File: src/rtl/trig_req_pkg.sv
package trig_req_pkg;
  typedef enum logic {
    TRIG_EDGE  = 1'b0,
    TRIG_LEVEL = 1'b1
  } trig_mode_e;

  // Next pending value for one edge-mode line.
  function automatic logic edge_next(input logic line, input logic prev,
                                     input logic pend, input logic ack);
    return (line & ~prev) | (pend & ~ack);
  endfunction
endpackage

File: src/rtl/trig_mode_reg.sv
module trig_mode_reg #(
  parameter int                   NUM_LINES = 8,
  parameter logic [NUM_LINES-1:0] WR_MASK   = 8'hF8
) (
  input  logic                 clk,
  input  logic                 rst,
  input  logic                 wr_i,
  input  logic [NUM_LINES-1:0] wdata_i,
  output logic [NUM_LINES-1:0] mode_o
);
  logic [NUM_LINES-1:0] mode_q;

  always_ff @(posedge clk) begin
    if (rst)       mode_q <= '0;
    else if (wr_i) mode_q <= wdata_i & WR_MASK;
  end

  assign mode_o = mode_q;

  AST_MODE_WRITE: assert property (@(posedge clk) disable iff (rst)
    wr_i |=> (mode_q == ($past(wdata_i) & WR_MASK)));
  AST_MODE_HOLD: assert property (@(posedge clk) disable iff (rst)
    !wr_i |=> $stable(mode_q));
endmodule

File: src/rtl/req_line_cell.sv
module req_line_cell
  import trig_req_pkg::*;
(
  input  logic clk,
  input  logic rst,
  input  logic init_i,
  input  logic line_i,
  input  logic mode_i,
  input  logic ack_i,
  output logic pend_o
);
  logic prev_q;
  logic pend_q;
  trig_mode_e mode;

  assign mode = trig_mode_e'(mode_i);

  always_ff @(posedge clk) begin
    if (rst || init_i) begin
      prev_q <= 1'b0;
      pend_q <= 1'b0;
    end else begin
      prev_q <= line_i;
      if (mode == TRIG_LEVEL) pend_q <= line_i;
      else                    pend_q <= edge_next(line_i, prev_q, pend_q, ack_i);
    end
  end

  assign pend_o = pend_q;

  AST_LEVEL_TRACK: assert property (@(posedge clk) disable iff (rst)
    (!init_i && mode_i) |=> (pend_q == $past(line_i)));
  AST_EDGE_SET: assert property (@(posedge clk) disable iff (rst)
    (!init_i && !mode_i && line_i && !prev_q) |=> pend_q);
  AST_EDGE_HOLD: assert property (@(posedge clk) disable iff (rst)
    (!init_i && !mode_i && pend_q && !ack_i) |=> pend_q);
  AST_EDGE_ACK: assert property (@(posedge clk) disable iff (rst)
    (!init_i && !mode_i && ack_i && !(line_i && !prev_q)) |=> !pend_q);
  AST_INIT_CLEAR: assert property (@(posedge clk) disable iff (rst)
    init_i |=> (!pend_q && !prev_q));
endmodule

File: src/rtl/trig_req_capture.sv
module trig_req_capture #(
  parameter int                   NUM_LINES = 8,
  parameter logic [NUM_LINES-1:0] WR_MASK   = 8'hF8
) (
  input  logic                 clk,
  input  logic                 rst,
  input  logic                 init_i,
  input  logic [NUM_LINES-1:0] line_i,
  input  logic [NUM_LINES-1:0] ack_i,
  input  logic                 mode_wr_i,
  input  logic [NUM_LINES-1:0] mode_wdata_i,
  output logic [NUM_LINES-1:0] mode_o,
  output logic [NUM_LINES-1:0] pend_o
);
  logic [NUM_LINES-1:0] mode_w;

  trig_mode_reg #(.NUM_LINES(NUM_LINES), .WR_MASK(WR_MASK)) u_mode (
    .clk     (clk),
    .rst     (rst),
    .wr_i    (mode_wr_i),
    .wdata_i (mode_wdata_i),
    .mode_o  (mode_w)
  );

  assign mode_o = mode_w;

  for (genvar g = 0; g < NUM_LINES; g++) begin : g_line
    req_line_cell u_cell (
      .clk    (clk),
      .rst    (rst),
      .init_i (init_i),
      .line_i (line_i[g]),
      .mode_i (mode_w[g]),
      .ack_i  (ack_i[g]),
      .pend_o (pend_o[g])
    );
  end

  AST_LOCKED_BITS: assert property (@(posedge clk) disable iff (rst)
    mode_wr_i |=> ((mode_o & ~WR_MASK) == '0));
  AST_LEVEL_ACK_IGNORED: assert property (@(posedge clk) disable iff (rst)
    (!init_i && ((mode_o & ack_i) != '0)) |=>
      (((pend_o ^ $past(line_i)) & $past(mode_o)) == '0));
endmodule

File: config.mk
export PLATFORM = sky130hd
export DESIGN_NAME = trig_req_capture
export DESIGN_NICKNAME = d
export VERILOG_FILES = /design/src/rtl/trig_req_pkg.sv /design/src/rtl/trig_mode_reg.sv /design/src/rtl/req_line_cell.sv /design/src/rtl/trig_req_capture.sv
export SDC_FILE = /design/constraint.sdc
export NUM_CORES = 1
export LEC_CHECK = 0
export CAP_MARGIN = 0
export CELL_PAD_IN_SITES_DETAIL_PLACEMENT = 1
export CELL_PAD_IN_SITES_GLOBAL_PLACEMENT = 1
export CORE_UTILIZATION = 30
export CTS_CLUSTER_SIZE = 10
export DETAILED_ROUTE_END_ITERATION = 16
export GPL_TIMING_DRIVEN = 0
export PLACE_DENSITY_LB_ADDON = 0.1
export SYNTH_ARGS = -nofsm -noshare
export SYNTH_HDL_FRONTEND = slang
export SYNTH_HIERARCHICAL = 1
export SYNTH_SLANG_ARGS = --single-unit
File: constraint.sdc
create_clock -name clk -period 2 [get_ports clk]
set_input_delay 0.2 -clock clk [delete_from_list [all_inputs] [get_ports clk]]
set_output_delay 0.2 -clock clk [all_outputs]
set_load 0.005 [all_outputs]
==> out/results.env <==
MULTI_INPUT_COMB_AREA_UM2=400
WORST_SETUP_HOLD_PATH_CLK_SLEW_NS=0.11
CP_DATA_REQUIRED_TIME_NS=1.80
WORST-PATH-BUF-INV=1
COMB_POWER_SHARE=0.186
DETAILEDROUTE.FIRSTPASSITERATIONCOUNT=2
FINALCRITPERIODSHARE=0.702
LEAKAGE_POWER_SUMMED_OVER_ALL_CELLS_nW=0.475
IO-PIN-COUNT=44
SETUP_WS_NS=0.597
SYNTHFLOPTYPE='dfxtp_1'
PLACEMENT_ROWS=18
SEQ_POWER_SHARE=0.569
REPORT.FINAL.SETUP_VIOL=0
CLOCK_PATH_BUFFERS=2
CLOCK.FMAX_MHz=713
FINISH.CELL_COUNT_WITHOUT_FILLERS=148
DIEWIDTH_UM=55.1
COMBINATIONAL_FAMILY_WITH_THE_MOST_AREA_AFTER_SYNTHESIS='simple AND/OR/NAND/NOR gates'
INITIAL_UTILIZATION=0.330
STDCELL_AREA_MM2=0.00128
PLACE_CONGESTION=0.645
ARR_TIME_CRIT_PATH_NS=1.20
GRT_ANTENNA_BEFORE_REPAIR=0
SYNTH_COMPOUND_GATE_AREA_SHARE=0.118
VDD_DROP_MAX_V=0.000326
POSTSYNTHREGISTERBITS=21
GRT_REMAINING_OVERFLOW=0
HOLD_BUFS_AT_CTS=0
ROUTED_VIA_DENSITY=4.57
CTS.REPAIR.RESIZED=0
DIE_AREA_MM2=0.00304
AREA.SEQUENTIAL_UM2=420
MAX_STAGE_DELAY_NS=0.52
TOTAL_WIRELENGTH_OF_THE_DETAILED_ROUTED_DESIGN_UM=1770
ROUTE.VIAS.TOTAL=676
CTS_MADE_BUFFERS=3
CTS_SINKS=21
END_KIND='output port'
CRITICAL_PATH.MAX_FANOUT=4
CLKPWRFRAC=0.245
ASYNC_FLOP_SHARE=0
DRIVE_ABOVE_1_SHARE=0.195
STATUS='finished, final reports clean'
GRT_PASS1_WL_UM=2720
SYNTH.MUX.AREA_FRACTION=0.0591
DRC=0
NETLIST-CELL-TYPE-COUNT=10
TOTAL_SWITCHING_POWER_W=0.000181
SYNTH_CELLS=76
SYNTH_COMMONEST_CELLS='dfxtp_1 (21), nor2_1 (13)'
ANT_DIODES=0
FINAL_NET_COUNT=147
ROUTE.ANTENNA.REMAINING_NETS=0
POST-CTS-SETUP-BUFFER-COUNT=0
PLACE_AREA_MM2=0.00125
TIMING_WORST_SLEW_PIN_VALUE_NS=0.879
AREA_GROWTH_SYN_TO_LAYOUT_PCT=51.0
CLASSIFICATION_OF_THE_WORST_SLACK_HOLD_PATH='primary input to register'
POWER-PER-CELL-AREA_mW_PER_MM2=618
SYNTH_MOST_COMMON_CELL='dfxtp_1'
SYNTHDOMINANTAREACELLTYPE='dfxtp_1'
REG2REG_SLACK_NS=1.17
CPLARGESTDELAYFAMILY='buffers and inverters'
SYN_AREA_PER_CELL_UM2=11.1
NFILLCELLS=294
PORT_BUFFERS=36
YOSYS.AREA_SHARE.SIMPLE=0.282
MAXCAPVIOLCOUNT=0
GR-USAGE-ALL-LAYERS=0.128
RSZ0062_AT_GRT='false'
INITIALDRTVIOLATIONCOUNT=2
CRITPATHLAUNCHTYPE='register'
POST-SYNTH-TOP-AREA-FRACTION=0.496
FINALHOLDVIOLCOUNT=0
PRE_CTS_WS_NS=0.432
DRV_SLEW=0
CP_CELL_SEQUENCE='clkdlybuf4s50_1'
HPWLAFTERDP_UM=1370
POST_LAYOUT_MINIMUM_CYCLE_TIME_NS=1.40
SYN-CELL-AREA_UM2=847
SYNTH_EDF_COUNT=0
FIRST_GLOBAL_VIAS=612
WORST_SLEW_MARGIN_REL=0.412
NETLIST_TOP_CELLS_AREA='dfxtp_1 (50%), a22oi_2 (12%), nor3_2 (9.5%), nor3b_1 (7.1%), mux2i_1 (5.9%)'
TNS_NS=0
SYNTHXORXNORAREAFRAC=0
SYNTH-WARNING-COUNT=6
CHIPHEIGHT_UM=55.1
WORST_CLOCK_SKEW_NS=0.000627
SEQ_AREA_FRAC_SYNTH=0.496
TIMING_WORST_SETUP_PATH_TYPE='register to output port'
SLOWEST_STAGE='clkdlybuf4s50_1'
SW_FRAC_OF_TOTAL=0.229
PLACED_CELL_COUNT=144
DRT_WL_CELL_UM=12.0
CTSROOTBUFFERMASTER='clkbuf_4'
CLKLATENCYLATEPIN_NS=0.29
FP.COREAREA_MM2=0.00257
SYNTH-ADDER-AREA-SHARE=0
GRT_START_MAX_NET_PINS=22
CTS_TREE='done'
CELL_INTERNAL_PWR_W=0.000610
CLOCK_TREE.HTREE_LEVEL_COUNT=1
[cell usage in the layout (no fill, tap or decap), drive strengths merged]
| cell type | n |
|---|---|
| a22oi | 8 |
| nand2b | 8 |
| clkbuf | 4 |
| dfxtp | 21 |
| nor3 | 8 |
| mux2i | 5 |
| nor2 | 13 |
| buf | 4 |
| conb | 3 |
| clkdlybuf4s50 | 36 |
| nor3b | 8 |
[path summary, 6_finish.rpt]
check,start,to,cells past startpoint
max,u_mode/mode_o[6]$_SDFFE_PP0P_,mode_o[6],1
min,mode_wr_i,u_mode/mode_o[3]$_SDFFE_PP0P_,3
min reg2reg,u_mode/mode_o[3]$_SDFFE_PP0P_,u_mode/mode_o[3]$_SDFFE_PP0P_,2
max reg2reg,u_mode/mode_o[4]$_SDFFE_PP0P_,g_line[4].u_cell/pend_o$_SDFF_PP0_,3
[final cells by class]
class | count | share of cell area
buffer | 4 | 0.0264
clock buffer | 4 | 0.0205
multi-input combinational | 53 | 0.313
sequential | 21 | 0.329
tap | 30 | 0.0294
timing repair buffer | 36 | 0.282
[layer usage]
layer	share of wire	wire length, um	vias to the layer above	track usage
met5	0	0	-	0
met4	0.0085	15	0	0.0500
met3	0.070	125	2	0.0301
met2	0.48	857	22	0.205
met1	0.44	775	308	0.165
li1	-	-	344	-
[cell families (layout without fill, tap and decap cells)]
group,after synthesis,in the layout
muxes,5,5
buffers and inverters,4,44
other,1,3
and+or+nand+nor,37,37
DFF,21,21
AOI/OAI and AO/OA,8,8
[flip-flops by register name (all words and copies together) (netlist names)]
| name | count |
|---|---|
| g_line.u_cell/prev_q | 8 |
| u_mode/mode_o | 5 |
| g_line.u_cell/pend_o | 8 |
[power groups by stage]
| stage | Combinational, W | Clock, W | Sequential (W) |
|---|---|---|---|
| 2_1_floorplan | 0.0000546 | 0 | 0.000459 |
| 3_3_place_gp | 0.000145 | 0 | 0.000459 |
| 3_5_place_dp | 0.000148 | 0 | 0.000460 |
| 4_1_cts | 0.000149 | 0.000206 | 0.000450 |
| 5_1_grt | 0.000160 | 0.000222 | 0.000452 |
| 6_report | 0.000147 | 0.000194 | 0.000450 |
[metrics by stage]
step	power, W	utilization	hold slack (ns)
CTS	0.000805	0.498	0.182
global route	0.000835	0.498	0.181
floorplan	0.000513	-	0.269
finish	0.000790	0.498	0.188
global placement	0.000603	0.488	0.489
detailed placement	0.000608	0.488	0.495
Power figures use the tool's default switching activity.
